--- config.mk ---
export PLATFORM = sky130hd
export DESIGN_NAME = spi_frame_engine
export DESIGN_NICKNAME = d
export VERILOG_FILES = /design/src/rtl/spi_fe_pkg.sv /design/src/rtl/spi_fe_sckgen.sv /design/src/rtl/spi_fe_txshift.sv /design/src/rtl/spi_fe_rxshift.sv /design/src/rtl/spi_frame_engine.sv
export SDC_FILE = /design/constraint.sdc
export NUM_CORES = 1
export LEC_CHECK = 0
export BUFFER_PORTS_ARGS = -buffer_cell sky130_fd_sc_hd__buf_2
export CAP_MARGIN = 40
export CORE_UTILIZATION = 50
export CTS_BUF_LIST = sky130_fd_sc_hd__clkbuf_4 sky130_fd_sc_hd__clkbuf_8
export CTS_CLUSTER_DIAMETER = 40
export DETAILED_ROUTE_END_ITERATION = 10
export PLACE_DENSITY_LB_ADDON = 0.08
export SETUP_SLACK_MARGIN = 0.1
export SYNTH_ARGS = -nofsm -noshare
export SYNTH_HDL_FRONTEND = slang
export SYNTH_SLANG_ARGS = --single-unit
--- constraint.sdc ---
create_clock -name clk -period 4.79 [get_ports clk]
set_input_delay 0.7185 -clock clk [delete_from_list [all_inputs] [get_ports clk]]
set_output_delay 0.7185 -clock clk [all_outputs]
set_load 0.05 [all_outputs]
--- src/rtl/spi_fe_pkg.sv ---
package spi_fe_pkg;

  typedef enum logic [1:0] {
    FE_IDLE = 2'd0,
    FE_RUN  = 2'd1,
    FE_DONE = 2'd2
  } fe_state_e;

  typedef enum logic [1:0] {
    LANE_X1  = 2'd0,
    LANE_X2  = 2'd1,
    LANE_X4  = 2'd2,
    LANE_RSV = 2'd3
  } lane_mode_e;

  // Reserved code falls back to one lane
  function automatic lane_mode_e lane_norm(input logic [1:0] code);
    case (code)
      2'd1:    return LANE_X2;
      2'd2:    return LANE_X4;
      default: return LANE_X1;
    endcase
  endfunction

  // log2 of the bits moved per serial clock cycle
  function automatic logic [1:0] lane_log2(input lane_mode_e m);
    case (m)
      LANE_X2: return 2'd1;
      LANE_X4: return 2'd2;
      default: return 2'd0;
    endcase
  endfunction

  // Output enables for a running frame
  function automatic logic [3:0] lane_oe(input lane_mode_e m, input logic tx_only);
    case (m)
      LANE_X2: return tx_only ? 4'b0011 : 4'b0000;
      LANE_X4: return tx_only ? 4'b1111 : 4'b0000;
      default: return 4'b0001;
    endcase
  endfunction

endpackage

--- src/rtl/spi_fe_sckgen.sv ---
module spi_fe_sckgen #(
  parameter int DIV_W = 12
) (
  input  logic             clk,
  input  logic             rst_n,
  input  logic             run,
  input  logic             rest_level,
  input  logic [DIV_W-1:0] div,
  output logic             sck,
  output logic             edge_stb
);

  logic [DIV_W-1:0] cnt_q;
  logic             sck_q;

  assign edge_stb = run && (cnt_q == div);
  assign sck      = sck_q;

  always_ff @(posedge clk or negedge rst_n) begin
    if (!rst_n) begin
      cnt_q <= '0;
      sck_q <= 1'b0;
    end else if (!run) begin
      cnt_q <= '0;
      sck_q <= rest_level;
    end else if (edge_stb) begin
      cnt_q <= '0;
      sck_q <= ~sck_q;
    end else begin
      cnt_q <= cnt_q + 1'b1;
    end
  end

endmodule

--- src/rtl/spi_fe_txshift.sv ---
module spi_fe_txshift
  import spi_fe_pkg::*;
#(
  parameter int WORD_W = 8,
  parameter int CNT_W  = 4
) (
  input  logic              clk,
  input  logic              rst_n,
  input  logic              load,
  input  logic              shift,
  input  logic [WORD_W-1:0] word,
  input  logic [CNT_W-1:0]  ld_len,
  input  logic              ld_lsb_first,
  input  lane_mode_e        mode,
  output logic [3:0]        lanes
);

  localparam int IDX_W = $clog2(WORD_W);

  logic [WORD_W-1:0] sr_q;
  logic [WORD_W-1:0] staged;

  // Arrange the word so the first bit on the wire sits at the top
  always_comb begin
    staged = '0;
    for (int i = 0; i < WORD_W; i++) begin
      if (i < int'(ld_len)) begin
        if (ld_lsb_first)
          staged[IDX_W'(WORD_W - 1 - i)] = word[IDX_W'(i)];
        else
          staged[IDX_W'(WORD_W - int'(ld_len) + i)] = word[IDX_W'(i)];
      end
    end
  end

  always_ff @(posedge clk or negedge rst_n) begin
    if (!rst_n) begin
      sr_q <= '0;
    end else if (load) begin
      sr_q <= staged;
    end else if (shift) begin
      case (mode)
        LANE_X2: sr_q <= sr_q << 2;
        LANE_X4: sr_q <= sr_q << 4;
        default: sr_q <= sr_q << 1;
      endcase
    end
  end

  always_comb begin
    case (mode)
      LANE_X2: lanes = {2'b00, sr_q[WORD_W-1], sr_q[WORD_W-2]};
      LANE_X4: lanes = sr_q[WORD_W-1 -: 4];
      default: lanes = {3'b000, sr_q[WORD_W-1]};
    endcase
  end

endmodule

--- src/rtl/spi_fe_rxshift.sv ---
module spi_fe_rxshift
  import spi_fe_pkg::*;
#(
  parameter int WORD_W = 8,
  parameter int CNT_W  = 4
) (
  input  logic              clk,
  input  logic              rst_n,
  input  logic              clear,
  input  logic              sample,
  input  lane_mode_e        mode,
  input  logic [3:0]        dq_in,
  input  logic [CNT_W-1:0]  len,
  input  logic              lsb_first,
  input  logic [CNT_W:0]    tot_bits,
  output logic [WORD_W-1:0] word
);

  localparam int IDX_W = $clog2(WORD_W);

  logic [WORD_W-1:0] rs_q;

  always_ff @(posedge clk or negedge rst_n) begin
    if (!rst_n) begin
      rs_q <= '0;
    end else if (clear) begin
      rs_q <= '0;
    end else if (sample) begin
      case (mode)
        LANE_X2: rs_q <= {rs_q[WORD_W-3:0], dq_in[1:0]};
        LANE_X4: rs_q <= {rs_q[WORD_W-5:0], dq_in[3:0]};
        default: rs_q <= {rs_q[WORD_W-2:0], dq_in[1]};
      endcase
    end
  end

  // Received stream bit j sits at rs_q[tot_bits-1-j]
  always_comb begin
    word = '0;
    for (int i = 0; i < WORD_W; i++) begin
      if (i < int'(len)) begin
        if (lsb_first)
          word[IDX_W'(i)] = rs_q[IDX_W'(int'(tot_bits) - 1 - i)];
        else
          word[IDX_W'(i)] = rs_q[IDX_W'(int'(tot_bits) - int'(len) + i)];
      end
    end
  end

endmodule

--- src/rtl/spi_frame_engine.sv ---
module spi_frame_engine
  import spi_fe_pkg::*;
#(
  parameter int DIV_W  = 12,
  parameter int WORD_W = 8,
  parameter int LEN_W  = 4
) (
  input  logic              clk,
  input  logic              rst_n,
  input  logic [DIV_W-1:0]  cfg_div,
  input  logic              cfg_cpol,
  input  logic              cfg_cpha,
  input  logic [1:0]        cfg_lanes,
  input  logic              cfg_lsb_first,
  input  logic              cfg_tx_only,
  input  logic [LEN_W-1:0]  cfg_len,
  input  logic              grant,
  input  logic              tx_valid,
  output logic              tx_ready,
  input  logic [WORD_W-1:0] tx_data,
  output logic              rx_valid,
  output logic [WORD_W-1:0] rx_data,
  output logic              sck,
  output logic [3:0]        dq_out,
  output logic [3:0]        dq_oe,
  input  logic [3:0]        dq_in,
  output logic              busy,
  output logic              frame_done
);

  localparam int CNT_W  = $clog2(WORD_W + 1);
  localparam int EDGE_W = CNT_W + 1;

  fe_state_e         st_q;
  logic              accept;
  logic              edge_stb;
  logic              last_edge;
  logic              sample_stb;
  logic              shift_stb;

  logic [CNT_W-1:0]  len_eff;
  lane_mode_e        mode_in;
  logic [1:0]        lg_in;
  logic [EDGE_W-1:0] beats_in;

  logic [DIV_W-1:0]  div_q;
  logic              cpol_q;
  logic              cpha_q;
  lane_mode_e        mode_q;
  logic              lsb_q;
  logic              txo_q;
  logic [CNT_W-1:0]  len_q;
  logic [EDGE_W-1:0] edges_q;
  logic [EDGE_W-1:0] edge_cnt_q;
  logic [CNT_W:0]    tot_bits;

  // Length clamp and frame geometry from the live settings
  always_comb begin
    if (cfg_len == '0 || int'(cfg_len) > WORD_W)
      len_eff = CNT_W'(WORD_W);
    else
      len_eff = CNT_W'(cfg_len);
    mode_in  = lane_norm(cfg_lanes);
    lg_in    = lane_log2(mode_in);
    beats_in = (EDGE_W'(len_eff) + (EDGE_W'(1) << lg_in) - EDGE_W'(1)) >> lg_in;
  end

  assign tx_ready   = (st_q == FE_IDLE) && grant;
  assign accept     = tx_ready && tx_valid;
  assign busy       = (st_q != FE_IDLE);
  assign frame_done = (st_q == FE_DONE);
  assign rx_valid   = frame_done && !txo_q;
  assign dq_oe      = busy ? lane_oe(mode_q, txo_q) : 4'b0000;
  assign tot_bits   = (CNT_W + 1)'((edges_q >> 1) << lane_log2(mode_q));

  assign last_edge  = edge_stb && (edge_cnt_q == edges_q - EDGE_W'(1));
  assign sample_stb = edge_stb && (cpha_q ? edge_cnt_q[0] : !edge_cnt_q[0]);
  assign shift_stb  = edge_stb && (cpha_q ? (!edge_cnt_q[0] && edge_cnt_q != '0)
                                          : edge_cnt_q[0]);

  always_ff @(posedge clk or negedge rst_n) begin
    if (!rst_n) begin
      st_q       <= FE_IDLE;
      div_q      <= '0;
      cpol_q     <= 1'b0;
      cpha_q     <= 1'b0;
      mode_q     <= LANE_X1;
      lsb_q      <= 1'b0;
      txo_q      <= 1'b0;
      len_q      <= CNT_W'(WORD_W);
      edges_q    <= EDGE_W'(2);
      edge_cnt_q <= '0;
    end else begin
      case (st_q)
        FE_IDLE: begin
          if (accept) begin
            st_q       <= FE_RUN;
            div_q      <= cfg_div;
            cpol_q     <= cfg_cpol;
            cpha_q     <= cfg_cpha;
            mode_q     <= mode_in;
            lsb_q      <= cfg_lsb_first;
            txo_q      <= cfg_tx_only;
            len_q      <= len_eff;
            edges_q    <= beats_in << 1;
            edge_cnt_q <= '0;
          end
        end
        FE_RUN: begin
          if (edge_stb) edge_cnt_q <= edge_cnt_q + EDGE_W'(1);
          if (last_edge) st_q <= FE_DONE;
        end
        default: st_q <= FE_IDLE;
      endcase
    end
  end

  spi_fe_sckgen #(.DIV_W(DIV_W)) u_sck (
    .clk        (clk),
    .rst_n      (rst_n),
    .run        (st_q == FE_RUN),
    .rest_level ((st_q == FE_IDLE) ? cfg_cpol : cpol_q),
    .div        (div_q),
    .sck        (sck),
    .edge_stb   (edge_stb)
  );

  spi_fe_txshift #(.WORD_W(WORD_W), .CNT_W(CNT_W)) u_tx (
    .clk          (clk),
    .rst_n        (rst_n),
    .load         (accept),
    .shift        (shift_stb),
    .word         (tx_data),
    .ld_len       (len_eff),
    .ld_lsb_first (cfg_lsb_first),
    .mode         (mode_q),
    .lanes        (dq_out)
  );

  spi_fe_rxshift #(.WORD_W(WORD_W), .CNT_W(CNT_W)) u_rx (
    .clk       (clk),
    .rst_n     (rst_n),
    .clear     (accept),
    .sample    (sample_stb && !txo_q),
    .mode      (mode_q),
    .dq_in     (dq_in),
    .len       (len_q),
    .lsb_first (lsb_q),
    .tot_bits  (tot_bits),
    .word      (rx_data)
  );

endmodule

==> results.sh <==
export IMPL_h_tree_depth=3
export IMPL_ir_drop_mv=0.345
export IMPL_ant_nets=0
export IMPL_cts_tree="yes"
export IMPL_diodes=0
export IMPL_stdcell_count=745
export IMPL_first_iter_violations=144
export IMPL_slew_viol_final=0
export IMPL_wl_mm=11.3
export IMPL_fmax_mhz=227
export IMPL_nNetsFinal=678
export IMPL_drcViolationCount=0
export IMPL_hold_ws_ns=0.401
export IMPL_die_area_mm2=0.0103
export IMPL_combPwrFrac_pct=59.1
export IMPL_power_per_cell_area_mw_per_mm2=621
export IMPL_clock_latency_ns=0.34
export IMPL_cts_resized=0
export IMPL_synthArstFlopShare_pct=100
export IMPL_final_period_minus_worst_setup_slack_ns=4.40
export IMPL_die_x_um=102
export IMPL_cts_buffer_depth=2
export IMPL_slew_headroom_pct=35.6
export IMPL_routedWlPerCell_um=15.2
export IMPL_fin_skew_ns=0.00759
export IMPL_seq_area_mm2=0.00155
export IMPL_worstPathArrival_ns=3.68
export IMPL_cts_made_buffers=9
export IMPL_drtPass1Iterations=5
export IMPL_fp_dieH_um=102
export IMPL_core_area_mm2=0.00942
export IMPL_outcome="finished, final reports clean"
export IMPL_ys_flop_type="dfrtp_1"
export IMPL_grt_pass1_vias=4076
export IMPL_start_kind="flip-flop"
export IMPL_crit_type="reg2out"
export IMPL_ys_ff_latch=62
export IMPL_clk_pin_slew_worst_paths_ns=0.07
export IMPL_syn_to_final_growth_pct=10.5
export IMPL_ios=59
export IMPL_multi_input_area_mm2=0.00309
export IMPL_required_ns=4.07
export IMPL_avgViaCountPerCell=5.61
export IMPL_yosysSeqAreaShare_pct=31.4
export IMPL_row_count=35
export IMPL_setup_viol=0
export IMPL_rsz0062_at_grt="no"
export IMPL_overflow=0
export IMPL_root_buffer="clkbuf_8"
export IMPL_cts_setup_buffers=0
export IMPL_placed_cells=729
export IMPL_io_buffers=50
export IMPL_grt_pass1_wl_mm=19.8
export IMPL_r2r_cells=6
export IMPL_postSynthCellCount=578
export IMPL_synth_area_mm2=0.00495
export IMPL_hold_viol=0
export IMPL_fin_tns_setup_ns=0
export IMPL_vias=4180
export IMPL_maxCapViolCount=0
export IMPL_power_leakage_nw=2.49
export IMPL_ctsHoldBuffers=0
export IMPL_power_share_sequential_pct=26.9
export IMPL_switching_share_pct=46.7
export IMPL_synth_cell_types=71
export IMPL_antenna_found_initial=0
export IMPL_dp_hpwl_mm=8.50
export IMPL_start_util_pct=52.6
export IMPL_avgSynthCellArea_um2=8.57
export IMPL_switchingPower_mw=1.59
export IMPL_tightestPinTransition_ns=0.954
export IMPL_crit_fanout=4
export IMPL_pwr_share_clk_pct=14.0
export IMPL_worstSetupEndpointType="output pin"
export IMPL_synth_edf_count=0
export IMPL_grt_max_degree=35
export IMPL_finalCritPeriodShare_pct=91.8
export IMPL_place_gp_congestion=0.946
export IMPL_holdCritPathClass="in2async"
export IMPL_drive_gt1_share_pct=17.9
export IMPL_track_usage_pct=24.4
export IMPL_fill_cells=876
export IMPL_cts_sinks=62
export IMPL_p_int_mw=1.81
export IMPL_ys_warn_count=0
cells by family after synthesis:
family / synth area share (%)
xor gates and xnor gates: 8.66
adders and majority gates: 7.63
buffers and inverters: 6.79
AOI/OAI and AO/OA: 17.8
other: 0.0757
DFF: 31.4
muxes: 8.21
and+or+nand+nor: 19.5
Yosys cell counts, types with 3 or more instances:
cell type  number  area (um2)
o21ai_0        28         140
clkbuf_1       28         105
a31oi_1         3        18.8
a21oi_1        25         125
inv_1          35         131
dfrtp_1        60        1500
mux4_2          9         203
mux2i_1        17         170
nand2_1        84         315
a211oi_1        8        60.1
o31ai_1         5        37.5
and3_1          9        56.3
a221oi_1        3        26.3
a21o_1          3        22.5
and2_1          4        25.0
o211ai_1        3        22.5
a22oi_1        12        90.1
buf_4           5        37.5
nand4_1         4        25.0
nor2_1         50         188
o21ai_2         9        78.8
xnor2_1        30         263
nor3_1         10        50.1
nand3_1        16        80.1
xor2_1         12         105
buf_1           5        18.8
ha_1           27         338
nand2b_1        3        18.8
mux2_2          3        33.8
a32oi_1         3        26.3
o221ai_1        3        26.3
nor2b_1         8        50.1
layout by cell type, fill, tap and decap left out, types with 10 or more instances in the layout:
master | netlist | final
xor2_1 | 12 | 12
mux2i_1 | 17 | 17
xnor2_1 | 30 | 30
buf_4 | 5 | 10
nand3_1 | 16 | 16
ha_1 | 27 | 27
clkbuf_8 | 0 | 10
inv_1 | 35 | 35
buf_2 | 1 | 50
o21ai_0 | 28 | 28
dfrtp_1 | 60 | 60
nand2_1 | 84 | 84
a21oi_1 | 25 | 25
nor2_1 | 50 | 50
a22oi_1 | 12 | 12
nor3_1 | 10 | 10
state kept, by name (all words and copies together), names as in the netlist:
name         cells
cpha_q           1
cpol_q           1
div_q           12
edge_cnt_q       5
edges_q          4
len_q            4
lsb_q            1
mode_q           2
st_q             2
txo_q            1
u_rx.rs_q        8
u_sck.cnt_q     12
u_sck.sck        1
u_tx.sr_q        8
worst max-delay path: stages (launching register included):
cell,delay [ns]
dfrtp_1,0.40
inv_1,0.08
ha_1,0.23
mux2i_1,0.19
or2_2,0.17
inv_1,0.06
fa_1,0.44
xor2_1,0.19
a21o_1,0.18
o21ai_0,0.38
mux4_2,0.37
a211oi_1,0.36
a311oi_2,0.05
buf_2,0.24
power by group through the flow:
| stage | clock network (mW) | logic [mW] | registers (mW) |
|---|---|---|---|
| after floorplan | 0 | 1.70 | 0.847 |
| after global placement | 0 | 1.98 | 0.912 |
| after detailed placement | 0 | 2.01 | 0.922 |
| after CTS | 0.491 | 2.02 | 0.912 |
| after global routing | 0.510 | 2.23 | 0.947 |
| final | 0.476 | 2.01 | 0.914 |
final cells by class:
type,instances,area share (%)
timing repair buffer,60,5.94
inverter,37,2.54
clock inverter,6,1.30
tap,129,2.95
multi-input combinational,441,56.4
clock buffer,10,2.51
sequential,62,28.4
through the flow:
stage / cell area (um2) / util, % / setup slack, ns / total power, mW
floorplan: 4980 / - / 0.152 / 2.55
global placement: 5270 / 55.9 / 0.806 / 2.89
detailed placement: 5270 / 55.9 / 0.746 / 2.93
CTS: 5480 / 58.2 / 0.347 / 3.42
global route: 5480 / 58.2 / 0.104 / 3.68
finish: 5480 / 58.2 / 0.392 / 3.40
routing by layer:
layer  up-vias  track usage, %  wire [um]
met5         -               0          0
met4         0            4.79        114
met3        12            5.87        626
met2       110            39.8       5300
met1      1973            33.3       5280
li1       2085               -          -
path summary, 6_finish.rpt:
path / to / start / slack (ns)
min in group clk: cpol_q$_DFFE_PN0P_ / cpol_q$_DFFE_PN0P_ / 0.49
max in group asynchronous: u_rx.rs_q[3]$_DFFE_PN0P_ / rst_n / 3.48
hold reg to reg: cpol_q$_DFFE_PN0P_ / cpol_q$_DFFE_PN0P_ / 0.49
hold / removal: u_tx.sr_q[7]$_DFFE_PN0P_ / rst_n / 0.40
setup reg to reg: u_tx.sr_q[6]$_DFFE_PN0P_ / st_q[1]$_DFFE_PN0P_ / 2.16
setup / recovery: rx_data[2] / mode_q[1]$_DFFE_PN0P_ / 0.39
No activity file was read; power rests on OpenSTA's default activity.
